===== src/rtl/err_rec_pkg.sv =====
package err_rec_pkg;
    parameter int TEST_W = 4;
    parameter int ADDR_W = 16;
    parameter int DATA_W = 8;
    parameter int CNT_W  = 4;

    typedef struct packed {
        logic [TEST_W-1:0] test;
        logic [ADDR_W-1:0] addr;
        logic [DATA_W-1:0] exp;
        logic [DATA_W-1:0] obs;
        logic [DATA_W-1:0] mask;
        logic [CNT_W-1:0]  count;
    } err_rec_t;
endpackage


===== src/rtl/err_rec_merge.sv =====
module err_rec_merge
    import err_rec_pkg::*;
(
    input  logic              clk,
    input  logic              rst,
    input  logic              ev_valid_i,
    input  logic [TEST_W-1:0] ev_test_i,
    input  logic [ADDR_W-1:0] ev_addr_i,
    input  logic [DATA_W-1:0] ev_exp_i,
    input  logic [DATA_W-1:0] ev_obs_i,
    input  logic              flush_i,
    input  logic              fifo_full_i,
    output logic              ev_ready_o,
    output logic              push_o,
    output err_rec_t          push_rec_o
);
    localparam logic [CNT_W-1:0] CNT_MAX = {CNT_W{1'b1}};

    typedef struct packed {
        logic     open;
        logic     flush_pend;
        err_rec_t rec;
    } mrg_st_t;

    mrg_st_t  st_q, st_d;
    err_rec_t new_rec;
    logic     same, flush_req, need_push, fire;

    always_comb begin
        new_rec.test  = ev_test_i;
        new_rec.addr  = ev_addr_i;
        new_rec.exp   = ev_exp_i;
        new_rec.obs   = ev_obs_i;
        new_rec.mask  = ev_exp_i ^ ev_obs_i;
        new_rec.count = {{(CNT_W-1){1'b0}}, 1'b1};

        same      = st_q.open && (ev_addr_i == st_q.rec.addr) && (new_rec.mask == st_q.rec.mask);
        flush_req = flush_i || st_q.flush_pend;
        need_push = st_q.open && !same;
        ev_ready_o = !flush_req && !(need_push && fifo_full_i);
        fire      = ev_valid_i && ev_ready_o;

        st_d       = st_q;
        push_o     = 1'b0;
        push_rec_o = st_q.rec;

        if (flush_req) begin
            if (st_q.open) begin
                if (!fifo_full_i) begin
                    push_o          = 1'b1;
                    st_d.open       = 1'b0;
                    st_d.flush_pend = 1'b0;
                end else begin
                    st_d.flush_pend = 1'b1;
                end
            end else begin
                st_d.flush_pend = 1'b0;
            end
        end else if (fire) begin
            if (same) begin
                if (st_q.rec.count != CNT_MAX)
                    st_d.rec.count = st_q.rec.count + 1'b1;
            end else begin
                push_o    = need_push;
                st_d.rec  = new_rec;
                st_d.open = 1'b1;
            end
        end
    end

    always_ff @(posedge clk) begin
        if (rst) st_q <= '0;
        else     st_q <= st_d;
    end

    AST_READY_FLUSH: assert property (@(posedge clk) disable iff (rst)
        flush_i |-> !ev_ready_o);
    AST_CNT_NONZERO: assert property (@(posedge clk) disable iff (rst)
        st_q.open |-> (st_q.rec.count != '0));
    AST_CNT_NO_WRAP: assert property (@(posedge clk) disable iff (rst)
        (st_q.open && st_q.rec.count == CNT_MAX && !push_o) |=> (st_q.rec.count == CNT_MAX));
endmodule


===== src/rtl/err_rec_fifo.sv =====
module err_rec_fifo
    import err_rec_pkg::*;
#(
    parameter int DEPTH = 4
) (
    input  logic     clk,
    input  logic     rst,
    input  logic     push_i,
    input  err_rec_t push_rec_i,
    input  logic     pop_i,
    output err_rec_t head_o,
    output logic     valid_o,
    output logic     full_o
);
    localparam int PTR_W = (DEPTH > 1) ? $clog2(DEPTH) : 1;
    localparam int LVL_W = $clog2(DEPTH + 1);
    localparam logic [PTR_W-1:0] PTR_LAST = PTR_W'(DEPTH - 1);
    localparam logic [LVL_W-1:0] LVL_FULL = LVL_W'(DEPTH);

    typedef struct packed {
        err_rec_t [DEPTH-1:0] mem;
        logic [PTR_W-1:0]     wr;
        logic [PTR_W-1:0]     rd;
        logic [LVL_W-1:0]     lvl;
    } fifo_st_t;

    fifo_st_t st_q, st_d;
    logic     do_push, do_pop;

    always_comb begin
        valid_o = (st_q.lvl != '0);
        full_o  = (st_q.lvl == LVL_FULL);
        head_o  = st_q.mem[st_q.rd];
        do_push = push_i && !full_o;
        do_pop  = pop_i && valid_o;

        st_d = st_q;
        if (do_push) begin
            st_d.mem[st_q.wr] = push_rec_i;
            st_d.wr = (st_q.wr == PTR_LAST) ? '0 : st_q.wr + 1'b1;
        end
        if (do_pop)
            st_d.rd = (st_q.rd == PTR_LAST) ? '0 : st_q.rd + 1'b1;
        if (do_push && !do_pop)      st_d.lvl = st_q.lvl + 1'b1;
        else if (do_pop && !do_push) st_d.lvl = st_q.lvl - 1'b1;
    end

    always_ff @(posedge clk) begin
        if (rst) st_q <= '0;
        else     st_q <= st_d;
    end

    AST_NO_OVERFLOW: assert property (@(posedge clk) disable iff (rst)
        push_i |-> !full_o);
    AST_HEAD_HOLD: assert property (@(posedge clk) disable iff (rst)
        (valid_o && !pop_i) |=> (valid_o && $stable(head_o)));
endmodule


===== src/rtl/err_rec_logger.sv =====
module err_rec_logger
    import err_rec_pkg::*;
#(
    parameter int DEPTH = 4
) (
    input  logic              clk,
    input  logic              rst,
    input  logic              ev_valid,
    output logic              ev_ready,
    input  logic [TEST_W-1:0] ev_test,
    input  logic [ADDR_W-1:0] ev_addr,
    input  logic [DATA_W-1:0] ev_exp,
    input  logic [DATA_W-1:0] ev_obs,
    input  logic              flush,
    output logic              rec_valid,
    input  logic              rec_ready,
    output logic [TEST_W-1:0] rec_test,
    output logic [ADDR_W-1:0] rec_addr,
    output logic [DATA_W-1:0] rec_exp,
    output logic [DATA_W-1:0] rec_obs,
    output logic [DATA_W-1:0] rec_mask,
    output logic [CNT_W-1:0]  rec_count
);
    logic     push, full;
    err_rec_t push_rec, head;

    err_rec_merge u_merge (
        .clk(clk), .rst(rst),
        .ev_valid_i(ev_valid), .ev_test_i(ev_test), .ev_addr_i(ev_addr),
        .ev_exp_i(ev_exp), .ev_obs_i(ev_obs), .flush_i(flush),
        .fifo_full_i(full), .ev_ready_o(ev_ready),
        .push_o(push), .push_rec_o(push_rec)
    );

    err_rec_fifo #(.DEPTH(DEPTH)) u_fifo (
        .clk(clk), .rst(rst),
        .push_i(push), .push_rec_i(push_rec),
        .pop_i(rec_valid && rec_ready),
        .head_o(head), .valid_o(rec_valid), .full_o(full)
    );

    assign rec_test  = head.test;
    assign rec_addr  = head.addr;
    assign rec_exp   = head.exp;
    assign rec_obs   = head.obs;
    assign rec_mask  = head.mask;
    assign rec_count = head.count;

    AST_MASK_XOR: assert property (@(posedge clk) disable iff (rst)
        rec_valid |-> (rec_mask == (rec_exp ^ rec_obs)));
endmodule


===== config.mk =====
export PLATFORM = sky130hd
export DESIGN_NAME = err_rec_logger
export DESIGN_NICKNAME = d
export VERILOG_FILES = /design/src/rtl/err_rec_pkg.sv /design/src/rtl/err_rec_merge.sv /design/src/rtl/err_rec_fifo.sv /design/src/rtl/err_rec_logger.sv
export SDC_FILE = /design/constraint.sdc
export NUM_CORES = 1
export LEC_CHECK = 0
export BUFFER_PORTS_ARGS = -buffer_cell sky130_fd_sc_hd__buf_4
export CAP_MARGIN = 20
export CORE_ASPECT_RATIO = 0.9
export CORE_MARGIN = 1.5
export CORE_UTILIZATION = 30
export CTS_BUF_LIST = sky130_fd_sc_hd__clkbuf_4 sky130_fd_sc_hd__clkbuf_8
export DETAILED_ROUTE_END_ITERATION = 6
export PLACE_DENSITY = 0.51
export RECOVER_POWER = 50
export SLEW_MARGIN = 20
export SYNTH_ARGS = -nofsm -noshare
export SYNTH_HDL_FRONTEND = slang
export SYNTH_SLANG_ARGS = --single-unit

===== constraint.sdc =====
create_clock -name clk -period 3.4 [get_ports clk]
set_clock_uncertainty 0.1 [all_clocks]
set_input_delay 0.17 -clock clk [delete_from_list [all_inputs] [get_ports clk]]
set_output_delay 0.17 -clock clk [all_outputs]
set_load 0.03 [all_outputs]

### Yosys cells after proc, flatten, opt, wreduce, memory -nomap -nowiden

Index checks and enable logic that the tools add are counted.

| word-level totals | value |
|---|---|
| input port bits | 41 |
| logic and storage cells | 100 |
| bits in registers | 249 |
| output and inout bits | 50 |

| cells by class | value |
|---|---|
| muxes and demuxes | 21 |
| add/subtract/negate cells | 5 |
| eq/ne operators | 8 |
| reduce and logical (&&, ||, !) cells | 25 |
| bitwise gates (word level) | 3 |
| $lt $le $gt $ge | 3 |

Operators by type and width:

| cell | count |
|---|---|
| bitwise mux 192 bit | 1 |
| binary-select mux 48 bit (select 2 bit) | 1 |
| demux 48 bit (select 2 bit) | 1 |
| 2-to-1 mux 48 bit | 2 |
| == test 16 bit | 1 |
| logical AND 1 bit | 12 |
| 2-to-1 mux 1 bit | 10 |
| == test 8 bit | 1 |
| 2-to-1 mux 4 bit | 2 |
| XOR 8 bit | 1 |
| zero test 1 bit | 6 |
| < comparator 2 x 3 -> 1 bit (second input constant) | 2 |
| 2-to-1 mux 3 bit | 2 |
| AND reduction 3 bit | 2 |
| adder 2 x 1 -> 2 bit (second input constant) | 2 |
| adder 4 x 1 -> 4 bit (second input constant) | 1 |
| == test 2 bit (second input constant) | 2 |
| 2-to-1 mux 2 bit | 2 |
| != test 2 bit (second input constant) | 2 |
| != test 4 bit (second input constant) | 1 |
| nonzero test 2 bit | 2 |
| adder 3 x 1 -> 3 bit (second input constant) | 1 |
| == test 3 bit (second input constant) | 1 |
| nonzero test 3 bit | 1 |
| 5 further kinds | 6 |

### Logic depth before layout (Yosys ltp)

| depth | value |
|---|---|
| depth after elaboration | 16 |
| depth in mapped cells | 11 |
| depth with buffers taken out | 11 |

### By module

A second synthesis with hierarchy kept.

| second synthesis, totals | value |
|---|---|
| cell total of the unflattened synthesis | 1113 |
| area total of the unflattened synthesis | 12465.7 um^2 |

By module, submodules not included:

| module | sequential area each (um^2) | cells an instance | area each (um^2) | times used |
|---|---|---|---|---|
| err_rec_fifo | 3983.8 | 780 | 9275.1 | 1 |
| err_rec_merge | 1001.0 | 332 | 3184.3 | 1 |
| err_rec_logger | 0.0 | 1 | 6.3 | 1 |

### Worst setup path before layout

OpenSTA, ideal clock, no wires.

| timing | value |
|---|---|
| kind | reg2reg |
| from | register u_merge.st_q (netlist bit u_merge.push_rec_o[42]) |
| to | register u_fifo.st_q[2] in the netlist's numbering |
| setup time | 71 ps |
| data arrival time | 2583 ps |
| clock period less this slack | 2753 ps |
| stages on the path, launching flop included | 12 |
| path buffers | 0 |
| required time | 3229 ps |
| slack | 647 ps |
| path through | dfxtp_1 > xor2_1 > or4b_1 > a211oi_2 > and3_1 > nor2_1 > ha_1 > inv_1 > fa_1 > xor2_1 > or3_1 > a21oi_1 |

| between the ends | value |
|---|---|
| word-level cells in the longest chain between the ends | 15 |
| elaborated cells between the ends (all ways) | 18 |
| classes of those cells | eq/ne (1); mux (4); reduce/logical (13) |

Ends and longest elaborated chain:

| element | RTL line | RTL |
|---|---|---|
| start: declaration | err_rec_merge.sv:25 | `mrg_st_t st_q, st_d;` |
| start signal: assignment | err_rec_merge.sv:73 | `else st_q <= st_d;` |
| == test 16 bit * | err_rec_merge.sv:37 | `same = st_q.open && (ev_addr_i == st_q.rec.addr) && (new_rec.mask == st_q.rec.mask);` |
| logical AND 1 bit * (2 in a row) | err_rec_merge.sv:37 |  |
| zero test 1 bit | err_rec_merge.sv:39 | `need_push = st_q.open && !same;` |
| logical AND 1 bit | err_rec_merge.sv:39 |  |
| logical AND 1 bit | err_rec_merge.sv:40 | `ev_ready_o = !flush_req && !(need_push && fifo_full_i);` |
| zero test 1 bit | err_rec_merge.sv:40 |  |
| logical AND 1 bit | err_rec_merge.sv:40 |  |
| logical AND 1 bit | err_rec_merge.sv:41 | `fire = ev_valid_i && ev_ready_o;` |
| 2-to-1 mux 1 bit * | err_rec_merge.sv:59 | `end else if (fire) begin` |
| 2-to-1 mux 1 bit * | err_rec_merge.sv:47 | `if (flush_req) begin` |
| logical AND 1 bit * | err_rec_fifo.sv:34 | `do_push = push_i && !full_o;` |
| net u_fifo.do_push | err_rec_fifo.sv:28 | `logic do_push, do_pop;` |
| zero test 1 bit | err_rec_fifo.sv:45 | `else if (do_pop && !do_push) st_d.lvl = st_q.lvl - 1'b1;` |
| logical AND 1 bit | err_rec_fifo.sv:45 |  |
| nonzero test 2 bit (no line) | - |  |
| end signal: assignment | err_rec_fifo.sv:50 | `else st_q <= st_d;` |
| end: declaration | err_rec_fifo.sv:27 | `fifo_st_t st_q, st_d;` |

The timed path passes the listed nets; every way through them passes the cells marked *.
A chain may end at the register's enable or synchronous reset.

### Worst setup path in the final report

| timing | value |
|---|---|
| from | register u_fifo.st_q[4] in the netlist's numbering |
| to | output rec_test[0] |

| between the ends | value |
|---|---|
| word-level cells in the longest chain between the ends | 2 |

Ends and longest elaborated chain:

| element | RTL line | RTL |
|---|---|---|
| binary-select mux 48 bit (select 2 bit) | err_rec_fifo.sv:33 | `head_o = st_q.mem[st_q.rd];` |
| 2-to-1 mux 48 bit (not written as such) | err_rec_fifo.sv:33 |  |
| end: declaration | err_rec_logger.sv:17 | `output logic [TEST_W-1:0] rec_test,` |

Every way passes these cells. The select of a mux whose other input is x is not followed.

==> flow_metrics.env <==
export IMPL_status="complete, but fails checks"
export IMPL_violations="capacitance limit, slew limit"
export IMPL_hold_start="ev_test[0]"
export IMPL_ys_types=41
export IMPL_cp_num_buf_inv=2
export IMPL_post_cts_buffers=0
export IMPL_cpPeakStageDelay_ns=0.84
export IMPL_htreeDepth=2
export IMPL_power_leakage_nw=4.62
export IMPL_clock_tree_root_cell="clkbuf_8"
export IMPL_track_usage=0.151
export IMPL_synth_nets=1053
export IMPL_postSynth_asyncResetShare=0
export IMPL_rr_endpoint="u_fifo.st_q[158]"
export IMPL_synth_main_ff_cell="dfxtp_1"
export IMPL_routed_via_density=4.62
export IMPL_num_io_pins=91
export IMPL_synth_seq_cells=249
export IMPL_grt_ovfl_total=0
export IMPL_clk_latency_ns=0.56
export IMPL_initial_core_util=0.307
export IMPL_p_per_area_mw_per_mm2=516
export IMPL_cts_tree="yes"
export IMPL_pwr_share_comb=0.118
export IMPL_netlist_area_sq_mm=0.0108
export IMPL_fin_nets=1177
export IMPL_rsz0062_at_grt="false"
export IMPL_cts_buffer_depth=3
export IMPL_path_depth=3
export IMPL_switchingPower_mw=1.77
export IMPL_crit_path_top_delay_cell="dfxtp_1"
export IMPL_start_kind="register"
export IMPL_routed_wirelength_microns=27600
export IMPL_gp_congestion=0.771
export IMPL_cp_end_kind="primary output"
export IMPL_ir_drop_v=0.000264
export IMPL_place_hpwl_microns=16900
export IMPL_drive_above_1_share=0.183
export IMPL_drtIter0Drc=376
export IMPL_dr_pass1_iters=5
export IMPL_critical_path_arrival_ns=2.90
export IMPL_slew_headroom=-0.336
export IMPL_r2r_setup_slack_ns=0.23
export IMPL_port_buffers=90
export IMPL_clkPwrFrac=0.423
export IMPL_setup_viol=0
export IMPL_avgSynthCellArea_sq_um=10.8
export IMPL_grt_pass1_vias=7574
export IMPL_regArea_sq_mm=0.00499
export IMPL_yosysSeqAreaShare=0.462
export IMPL_r2r_start="u_merge.push_rec_o[40]"
export IMPL_hp_class="primary input to register"
export IMPL_cts_buffers=42
export IMPL_ys_warn_count=0
export IMPL_fin_crit_sh=0.933
export IMPL_worstMarginPinSlew_ns=2.00
export IMPL_synth_enable_flop_cells=0
export IMPL_placed_cells=1513
export IMPL_vias=7516
export IMPL_cp_max_fo=14
export IMPL_syn_to_final_growth_pct=21.6
export IMPL_cp_top_family="buffers and inverters"
export IMPL_rows=65
export IMPL_drv_cap=1
export IMPL_multiInputGateArea_sq_mm=0.00547
export IMPL_cts_sinks=249
export IMPL_die_h_microns=183
export IMPL_swShare=0.261
export IMPL_min_period_ns=3.17
export IMPL_worstSetupPathType="register to primary output"
export IMPL_final_cell_count_no_fill=1628
export IMPL_max_freq_mhz=315
export IMPL_whs_path_depth=4
export IMPL_drc=0
export IMPL_hold_viol=0
export IMPL_grt_first_pass_wirelength_microns=43800
export IMPL_die_x_microns=203
export IMPL_wl_per_cell_microns=17.0
export IMPL_postSynthCellCount=1004
export IMPL_num_fill_cells=3524
export IMPL_grt_max_degree=97
export IMPL_ant_nets=0
export IMPL_slew_viol_final=97
export IMPL_clk_pin_slew_worst_paths_ns=0.06
export IMPL_sequentialPowerShare=0.459
export IMPL_antenna_found_initial=1
export IMPL_cp_required_ns=3.13
export IMPL_cp_cell_sequence="clkbuf_1 > mux4_2 > clkbuf_2"
export IMPL_die_area_sq_mm=0.0371
export IMPL_tns_ns=0
export IMPL_hold_path_end="u_merge.push_rec_o[44]"
export IMPL_ff2ff_path_depth=8
export IMPL_p_int_mw=5.01
export IMPL_coreArea_sq_mm=0.0352
[synthesized netlist by cell type, types with 2 or more instances]
library cell | number | area share
buf_1 | 4 | 0.0014
o211ai_1 | 3 | 0.0021
ha_1 | 7 | 0.0081
buf_2 | 12 | 0.0056
nor4_1 | 2 | 0.0012
xnor3_1 | 4 | 0.0083
xnor2_1 | 14 | 0.011
buf_6 | 8 | 0.0083
mux4_2 | 48 | 0.10
a311oi_1 | 4 | 0.0032
nand3_1 | 9 | 0.0042
and3_1 | 5 | 0.0029
buf_4 | 4 | 0.0028
dfxtp_1 | 249 | 0.46
clkbuf_1 | 43 | 0.015
o21ai_0 | 4 | 0.0019
o311a_1 | 7 | 0.0065
nor2_1 | 201 | 0.070
inv_1 | 11 | 0.0038
nand4_1 | 7 | 0.0041
xor2_1 | 16 | 0.013
nand2_1 | 78 | 0.027
or3_1 | 3 | 0.0017
nor3_1 | 2 | 0.00093
o21ai_1 | 2 | 0.00093
o21bai_1 | 7 | 0.0049
a21oi_1 | 7 | 0.0032
mux2i_1 | 230 | 0.21
[kinds of logic after synthesis]
family / after synthesis / synth area share
AND/OR/NAND/NOR: 313 / 0.118
AO/OA/AOI/OAI: 40 / 0.0274
adder cells (fa/ha/maj): 8 / 0.00997
flip-flops: 249 / 0.462
XOR/XNOR: 34 / 0.0327
buffers and inverters: 82 / 0.0369
multiplexers: 278 / 0.313
[worst register-to-register path: cells and delay by family (launching register included)]
kind | cells | cell delay [ns]
buffers and inverters | 2 | 0.83
AO/OA/AOI/OAI | 2 | 0.43
AND/OR/NAND/NOR | 2 | 0.59
XOR/XNOR | 1 | 0.36
flip-flops | 1 | 0.37
multiplexers | 1 | 0.31
[final cells by class]
| type | instances | area share |
|---|---|---|
| tap | 469 | 0.0447 |
| clock buffer | 69 | 0.0652 |
| antenna | 1 | 0.000191 |
| timing repair buffer | 151 | 0.0859 |
| clock inverter | 5 | 0.00448 |
| sequential | 249 | 0.380 |
| inverter | 11 | 0.00314 |
| multi-input combinational | 673 | 0.417 |
[worst max-delay path by stage]
stage | slack, ns | endpoint | startpoint
after floorplan | 0.65 | u_fifo.st_q[2] | u_merge.push_rec_o[42]
after global placement | 0.44 | u_fifo.st_q[2] | u_merge.push_rec_o[5]
after detailed placement | 0.42 | u_merge.push_rec_o[23] | u_merge.push_rec_o[11]
after CTS | 0.38 | u_fifo.st_q[2] | u_merge.push_rec_o[5]
after global routing | 0.12 | u_fifo.st_q[158] | u_merge.push_rec_o[40]
final | 0.23 | rec_test[0] | u_fifo.st_q[4]
[timing repair]
action	CTS	global route
hold buffers	40	0
gates resized for setup	0	0
hold endpoints to repair	60	0
[layout by cell type (no fill, tap or decap), drive strengths merged, types with 9 or more instances in the layout]
master | Yosys | final
dfxtp | 249 | 249
mux2i | 230 | 230
nor2 | 201 | 201
clkbuf | 43 | 110
nand2 | 78 | 78
buf | 28 | 70
mux4 | 48 | 48
dlygate4sd3 | 0 | 40
xor2 | 16 | 16
xnor2 | 14 | 14
inv | 11 | 12
nand3 | 9 | 9
[metrics by stage]
| step | util | power (mW) | hold slack, ns | setup WS, ns | cell area (sq um) |
|---|---|---|---|---|---|
| floorplan | - | 3.69 | 0.212 | 0.647 | 10800 |
| global placement | 0.342 | 3.98 | 0.339 | 0.441 | 12000 |
| detailed placement | 0.342 | 3.98 | 0.341 | 0.421 | 12000 |
| CTS | 0.379 | 6.95 | 0.301 | 0.381 | 13400 |
| global route | 0.373 | 7.12 | 0.324 | 0.115 | 13100 |
| finish | 0.373 | 6.78 | 0.345 | 0.226 | 13100 |
[flip-flops by register name, indices dropped and copies added (netlist names)]
| register | flops |
|---|---|
| u_merge.st_q | 2 |
| u_fifo.st_q | 199 |
| u_merge.push_rec_o | 48 |
[layer usage]
layer / vias to the layer above / GRT usage / share of wire
met1: 3617 / 0.216 / 0.51
met5: - / 0 / 0
met3: 37 / 0.0307 / 0.040
li1: 3737 / - / -
met2: 125 / 0.232 / 0.44
met4: 0 / 0.0382 / 0.014
[power groups by stage]
stage               clock network, mW  logic [mW]  registers [mW]
global placement                    0       0.803            3.18
finish                           2.87       0.798            3.11
floorplan                           0       0.596            3.09
global route                     3.12       0.870            3.13
detailed placement                  0       0.803            3.18
CTS                              2.98       0.844            3.12
(Power assumes the default switching activity.)
